File: config.mk
export PLATFORM = sky130hd
export DESIGN_NAME = gpio_bank_regfile
export DESIGN_NICKNAME = d
export VERILOG_FILES = /design/src/rtl/gpio_bank_pkg.sv /design/src/rtl/gpio_bank_bus_fsm.sv /design/src/rtl/gpio_bank_pin.sv /design/src/rtl/gpio_bank_regfile.sv
export SDC_FILE = /design/constraint.sdc
export NUM_CORES = 2
export LEC_CHECK = 0
export CAP_MARGIN = 20
export CORE_MARGIN = 2
export CORE_UTILIZATION = 35
export DETAILED_ROUTE_END_ITERATION = 10
export DONT_BUFFER_PORTS = 1
export PLACE_DENSITY = 0.58
export SYNTH_ARGS = -nofsm -noshare
export SYNTH_HDL_FRONTEND = slang
export SYNTH_SLANG_ARGS = --single-unit
File: constraint.sdc
create_clock -name clk -period 2.8 [get_ports clk]
set_input_delay 0.42 -clock clk [delete_from_list [all_inputs] [get_ports clk]]
set_output_delay 0.42 -clock clk [all_outputs]
set_load 0.03 [all_outputs]
File: src/rtl/gpio_bank_pkg.sv
package gpio_bank_pkg;

    localparam int NUM_BANKS = 6;
    localparam int STORE_BIT = 7;

    typedef enum logic [1:0] {
        S_IDLE   = 2'd0,
        S_STORE  = 2'd1,
        S_SELECT = 2'd2,
        S_READ   = 2'd3
    } bus_state_t;

    // Bits of the low nibble that each bank keeps
    function automatic logic [3:0] bank_mask(input int idx);
        case (idx)
            0, 1:    bank_mask = 4'hF;
            2, 4:    bank_mask = 4'hE;
            3:       bank_mask = 4'hD;
            5:       bank_mask = 4'h8;
            default: bank_mask = 4'h0;
        endcase
    endfunction

endpackage

File: src/rtl/gpio_bank_bus_fsm.sv
module gpio_bank_bus_fsm
    import gpio_bank_pkg::*;
#(
    parameter int ADDR_W = 9
) (
    input  logic              clk,
    input  logic              rst_n,
    input  logic              req,
    input  logic              we,
    input  logic [ADDR_W-1:0] addr,
    input  logic [7:0]        wdata,
    input  logic [7:0]        rd_value,
    output logic              busy,
    output logic              ack,
    output logic [7:0]        rdata,
    output logic              act_store,
    output logic              act_select,
    output logic [ADDR_W-1:0] lat_addr,
    output logic [6:0]        lat_data
);

    bus_state_t state_q, state_d;

    always_ff @(posedge clk or negedge rst_n) begin
        if (!rst_n) state_q <= S_IDLE;
        else        state_q <= state_d;
    end

    always_comb begin
        state_d = state_q;
        unique case (state_q)
            S_IDLE: begin
                if (req) begin
                    if (!we)                  state_d = S_READ;
                    else if (wdata[STORE_BIT]) state_d = S_STORE;
                    else                      state_d = S_SELECT;
                end
            end
            S_STORE:  state_d = S_IDLE;
            S_SELECT: state_d = S_IDLE;
            S_READ:   state_d = S_IDLE;
            default:  state_d = S_IDLE;
        endcase
    end

    always_ff @(posedge clk or negedge rst_n) begin
        if (!rst_n) begin
            lat_addr <= '0;
            lat_data <= '0;
            ack      <= 1'b0;
            rdata    <= '0;
        end else begin
            ack <= (state_q != S_IDLE);
            if (state_q == S_IDLE && req) begin
                lat_addr <= addr;
                lat_data <= wdata[6:0];
            end
            if (state_q == S_READ) rdata <= rd_value;
        end
    end

    assign busy       = (state_q != S_IDLE);
    assign act_store  = (state_q == S_STORE);
    assign act_select = (state_q == S_SELECT);

    a_r6_action_one_cycle: assert property (@(posedge clk) disable iff (!rst_n)
        (state_q != S_IDLE) |=> (state_q == S_IDLE));

    a_r6_ack_after_action: assert property (@(posedge clk) disable iff (!rst_n)
        ack |-> $past(busy));

    a_r4_rdata_hold: assert property (@(posedge clk) disable iff (!rst_n)
        (state_q != S_READ) |=> $stable(rdata));

endmodule

File: src/rtl/gpio_bank_pin.sv
module gpio_bank_pin
    import gpio_bank_pkg::*;
(
    input  logic       clk,
    input  logic       rst_n,
    input  logic       store_en,
    input  logic       select_en,
    input  logic [6:0] wdata,
    input  logic       pad_in,
    output logic [7:0] rd_byte,
    output logic       pad_oe,
    output logic       pad_out,
    output logic       pad_od,
    output logic       pad_hiz,
    output logic       pad_inv,
    output logic       pin_level
);

    logic [NUM_BANKS-1:0][3:0] bank_q;
    logic [2:0]                sel_q;

    always_ff @(posedge clk or negedge rst_n) begin
        if (!rst_n) begin
            for (int b = 0; b < NUM_BANKS; b++)
                bank_q[b] <= (b == 5) ? 4'h8 : 4'h0;
        end else if (store_en) begin
            for (int b = 0; b < NUM_BANKS; b++)
                if (wdata[6:4] == 3'(b))
                    bank_q[b] <= wdata[3:0] & bank_mask(b);
        end
    end

    always_ff @(posedge clk or negedge rst_n) begin
        if (!rst_n)         sel_q <= '0;
        else if (select_en) sel_q <= wdata[6:4];
    end

    always_comb begin
        rd_byte = '0;
        for (int b = 0; b < NUM_BANKS; b++)
            if (sel_q == 3'(b)) rd_byte[3:0] = bank_q[b];
    end

    logic       inv;
    logic       eff_out;
    logic [1:0] mode;
    logic [1:0] strength;
    logic       drive_ok;

    assign inv       = ~bank_q[5][3];
    assign eff_out   = bank_q[1][0] ^ inv;
    assign mode      = bank_q[1][3:2];
    assign strength  = bank_q[3][3:2];
    assign pad_od    = bank_q[1][1];
    assign pad_hiz   = bank_q[3][0];
    assign pad_inv   = inv;
    assign drive_ok  = mode[1] & ~pad_hiz & (strength != 2'd0);
    assign pad_oe    = drive_ok & (pad_od ? ~eff_out : 1'b1);
    assign pad_out   = pad_od ? 1'b0 : eff_out;
    assign pin_level = pad_in ^ inv;

    a_r2_no_store_no_change: assert property (@(posedge clk) disable iff (!rst_n)
        !store_en |=> $stable(bank_q));

    a_r3_select_only_on_select: assert property (@(posedge clk) disable iff (!rst_n)
        !select_en |=> $stable(sel_q));

    a_r2_one_action: assert property (@(posedge clk) disable iff (!rst_n)
        $onehot0({store_en, select_en}));

    a_r8_oe_not_hiz: assert property (@(posedge clk) disable iff (!rst_n)
        pad_oe |-> !pad_hiz);

endmodule

File: src/rtl/gpio_bank_regfile.sv
module gpio_bank_regfile
    import gpio_bank_pkg::*;
#(
    parameter int NUM_PINS  = 44,
    parameter int BASE_ADDR = 'h150,
    parameter int ADDR_W    = 9
) (
    input  logic                clk,
    input  logic                rst_n,
    input  logic                bus_req,
    input  logic                bus_we,
    input  logic [ADDR_W-1:0]   bus_addr,
    input  logic [7:0]          bus_wdata,
    output logic                bus_busy,
    output logic                bus_ack,
    output logic [7:0]          bus_rdata,
    input  logic [NUM_PINS-1:0] pad_in,
    output logic [NUM_PINS-1:0] pad_oe,
    output logic [NUM_PINS-1:0] pad_out,
    output logic [NUM_PINS-1:0] pad_od,
    output logic [NUM_PINS-1:0] pad_hiz,
    output logic [NUM_PINS-1:0] pad_inv,
    output logic [NUM_PINS-1:0] pin_level
);

    logic                     act_store;
    logic                     act_select;
    logic [ADDR_W-1:0]        lat_addr;
    logic [6:0]               lat_data;
    logic [7:0]               rd_value;
    logic [NUM_PINS-1:0]      hit;
    logic [NUM_PINS-1:0][7:0] pin_rd;

    gpio_bank_bus_fsm #(.ADDR_W(ADDR_W)) u_fsm (
        .clk        (clk),
        .rst_n      (rst_n),
        .req        (bus_req),
        .we         (bus_we),
        .addr       (bus_addr),
        .wdata      (bus_wdata),
        .rd_value   (rd_value),
        .busy       (bus_busy),
        .ack        (bus_ack),
        .rdata      (bus_rdata),
        .act_store  (act_store),
        .act_select (act_select),
        .lat_addr   (lat_addr),
        .lat_data   (lat_data)
    );

    for (genvar p = 0; p < NUM_PINS; p++) begin : g_pin
        assign hit[p] = (lat_addr == ADDR_W'(BASE_ADDR + p));

        gpio_bank_pin u_pin (
            .clk       (clk),
            .rst_n     (rst_n),
            .store_en  (act_store & hit[p]),
            .select_en (act_select & hit[p]),
            .wdata     (lat_data),
            .pad_in    (pad_in[p]),
            .rd_byte   (pin_rd[p]),
            .pad_oe    (pad_oe[p]),
            .pad_out   (pad_out[p]),
            .pad_od    (pad_od[p]),
            .pad_hiz   (pad_hiz[p]),
            .pad_inv   (pad_inv[p]),
            .pin_level (pin_level[p])
        );
    end

    always_comb begin
        rd_value = '0;
        for (int p = 0; p < NUM_PINS; p++)
            if (hit[p]) rd_value = rd_value | pin_rd[p];
    end

    a_r5_single_hit: assert property (@(posedge clk) disable iff (!rst_n)
        $onehot0(hit));

    a_r4_upper_zero: assert property (@(posedge clk) disable iff (!rst_n)
        bus_ack |-> (bus_rdata[7:4] == 4'h0));

endmodule

==> impl_metrics.py <==
metrics = {
    "cells_and_area": {
        "drive_above_1_share_pct": 39.1,
        "regArea_um2": 23800,
        "area_growth_pct": 15.3,
        "multi_input_area_um2": 22600,
        "mostFrequentLayoutCell": "mux2_2",
        "fillers": 13479,
        "nets": 4424,
        "final_cell_mix": "mux2_2, dfrtp_1, buf_4",
    },
    "die": {
        "num_rows": 137,
        "die_h_um": 379,
        "fp.dieW_um": 379,
        "start_util_pct": 35.3,
        "num_io_pins": 339,
        "core_area_um2": 140000,
        "die-area_um2": 144000,
    },
    "global_routing": {
        "grt_overflow": 0,
        "grt_pass1_vias": 34504,
        "track_usage_pct": 22.7,
        "grt_max_degree": 257,
        "antenna_found_initial": 12,
        "grt_pass1_wl_um": 241000,
    },
    "cts": {
        "clockBufferDepth": 3,
        "cts_made_buffers": 106,
        "cts_tree": "built",
        "clk_latency_ns": 0.74,
        "clock_sinks": 947,
        "clk_pin_slew_worst_paths_ns": 0.06,
        "ctsRootBufferMaster": "clkbuf_16",
        "h-tree-depth": 3,
    },
    "critical_path": {
        "crit_family": "simple AND/OR/NAND/NOR gates",
        "path_class": "flip-flop to flip-flop",
        "cpMaxStageDelayCell": "nor3_1",
        "required_ns": 3.46,
        "cpPeakStageDelay_ns": 0.82,
        "path_buf_inv": 1,
        "cp-start-kind": "flip-flop",
        "cp-end-kind": "flip-flop",
        "cp_cell_sequence": "buf_4 > and4bb_1 > nand3_1 > nor3_1 > or3_1 > a2111o_1 > o32a_1",
        "crit_path_max_fanout": 13,
        "arrival_ns": 3.48,
    },
    "pwr": {
        "power.total_mw": 32.5,
        "p_leak_nw": 24.8,
        "ir_drop_mv": 0.836,
        "powerDensity_nw_per_um2": 572,
    },
    "detailed_routing": {
        "ant_nets": 0,
        "drt-vias-per-instance": 5.43,
        "num_vias": 34367,
        "drcViolationCount": 0,
        "wl_per_cell_um": 26.1,
        "drt_wl_total_um": 165000,
        "drtPass1Iterations": 5,
        "detail_route.iter0.violations": 2886,
    },
    "sta": {
        "hold_viol": 0,
        "slew_headroom_pct": 6.27,
        "timing.final.ws_setup_ns": -0.0168,
        "finalClockSkew_ns": 0.0395,
        "final_max_slew_viol_count": 0,
        "rsz0062_at_grt": "true",
        "layout_min_cycle_time_ns": 2.82,
        "fin_setup_tns_ns": -0.0221,
        "tightest_slew_ns": 1.41,
        "fmax_mhz": 355,
        "post-route-period-util_pct": 101,
        "finalSetupViolCount": 2,
    },
    "yosys": {
        "mappedNetlistArea_um2": 49200,
        "synth_area_per_cell_um2": 11.4,
        "synth-edff-count": 0,
        "yosys_warnings": 0,
        "ys_types": 78,
        "async_flop_share_pct": 100,
        "ys.flop_type": "dfrtp_1",
        "ys_ff_latch": 947,
        "synth_top_area_share_pct": 45.9,
        "synth_area_leader_cell": "dfrtp_1",
        "synth_area_leaders": "dfrtp_1, mux2_2, buf_4, mux2i_1, nand2_1",
        "syn_inst": 4317,
        "ys_seq_area_share_pct": 48.3,
    },
    "place": {
        "io_buffers": 0,
        "dp_hpwl_um": 118000,
        "gp_congestion": 0.960,
    },
    "status": {
        "violations": "negative setup slack",
        "status": "complete, but fails checks",
    },
    "worst_hold_path": {
        "worstHoldPathType": "input pin to async pin",
    },
    "run": {
        "maxCapViolCount": 0,
    },
}
==> synth_stat cells, types with 12 or more instances <==
| master | instances |
|---|---|
| buf_4 | 270 |
| o31ai_1 | 13 |
| a22oi_1 | 18 |
| nor4bb_1 | 36 |
| a2111oi_0 | 44 |
| nor3b_1 | 30 |
| xnor2_1 | 88 |
| a31oi_1 | 25 |
| clkbuf_1 | 251 |
| mux2_2 | 933 |
| dfstp_2 | 44 |
| nor2b_1 | 77 |
| nand3b_1 | 45 |
| buf_1 | 18 |
| a21oi_1 | 33 |
| mux2i_1 | 199 |
| o22ai_1 | 27 |
| o2111ai_1 | 18 |
| nor4b_1 | 12 |
| o211ai_1 | 20 |
| nand2_1 | 313 |
| nor2_1 | 247 |
| a211oi_1 | 24 |
| mux4_2 | 23 |
| o21ai_0 | 204 |
| dfrtp_1 | 903 |
| nand3_1 | 38 |
| nand2b_1 | 18 |
| nor3_1 | 71 |
| inv_1 | 109 |
==> area by class of cell <==
class	instances	share of cell area (%)
clock buffer	157	5.37
inverter	109	0.721
timing repair buffer	482	7.30
sequential	947	41.9
multi-input combinational	2713	39.8
antenna	3	0.0132
clock inverter	39	0.758
tap	1876	4.14
==> power by group <==
| group | internal [mW] | switching [mW] | total [mW] |
|---|---|---|---|
| Combinational | 1.11 | 2.71 | 3.81 |
| Clock | 8.17 | 5.93 | 14.1 |
| Sequential | 13.9 | 0.658 | 14.6 |
| Total | 23.2 | 9.30 | 32.5 |
==> timing repair <==
item | 4_1_cts | 5_1_grt
hold buffers | 22 | 0
gates resized for setup | 33 | 19
endpoints found under the setup margin | 24 | 441
hold endpoints to repair | 405 | 0
cloned | 0 | 2
buffers inserted | 5 | 2
pin swaps | 5 | 6
==> path summary, 6_finish.rpt <==
kind,from,slack (ns),to,cells after the start
max in group asynchronous,rst_n,0.46,g_pin[40].u_pin.sel_q[2],4
worst max register to register,u_fsm.lat_addr[3],-0.02,u_fsm.rdata[0],7
min in group clk,bus_wdata[7],0.35,u_fsm.state_q[1],2
worst min register to register,g_pin[37].u_pin.bank_q[9],0.50,g_pin[37].u_pin.bank_q[9],1
worst max-delay path,u_fsm.lat_addr[3],-0.02,u_fsm.rdata[0],7
worst min-delay path,rst_n,0.15,g_pin[27].u_pin.pad_od,2
==> through the flow <==
step	instance area, µm²	std cells	util, %	worst slack [ns]	hold WS [ns]
2_1_floorplan	49200	4320	-	0.481	0.124
3_3_place_gp	52600	6095	37.7	-0.310	0.129
3_5_place_dp	52600	6095	37.7	-0.332	0.130
4_1_cts	56500	6318	40.5	0.00126	0.127
5_1_grt	56700	6324	40.7	-0.0323	0.161
6_report	56800	6326	40.7	-0.0168	0.146
==> kinds of logic (layout without fill, tap and decap cells) <==
group	after synthesis	after routing	synth area share (%)
AOI/OAI and AO/OA	482	482	6.31
buffers and inverters	660	787	7.14
and+or+nand+nor	984	984	10.3
other	1	7	0.00762
muxes	1155	1155	26.4
DFF	947	947	48.3
xor gates and xnor gates	88	88	1.57
==> state kept, by name (all words and copies together), names as in the netlist <==
signal,count
u_fsm.lat_addr,9
u_fsm.lat_data,7
u_fsm.rdata,4
g_pin.u_pin.pad_hiz,44
g_pin.u_pin.sel_q,132
u_fsm.ack,1
u_fsm.state_q,2
g_pin.u_pin.pad_od,44
g_pin.u_pin.bank_q,704
==> layer usage <==
layer	vias up	track usage, %	share of wire, %
met1	17979	31.2	44
met3	231	4.73	6.7
li1	15169	-	-
met5	-	0	0.064
met4	16	7.04	3.1
met2	972	35.7	46
No activity file was read; power rests on OpenSTA's default activity.
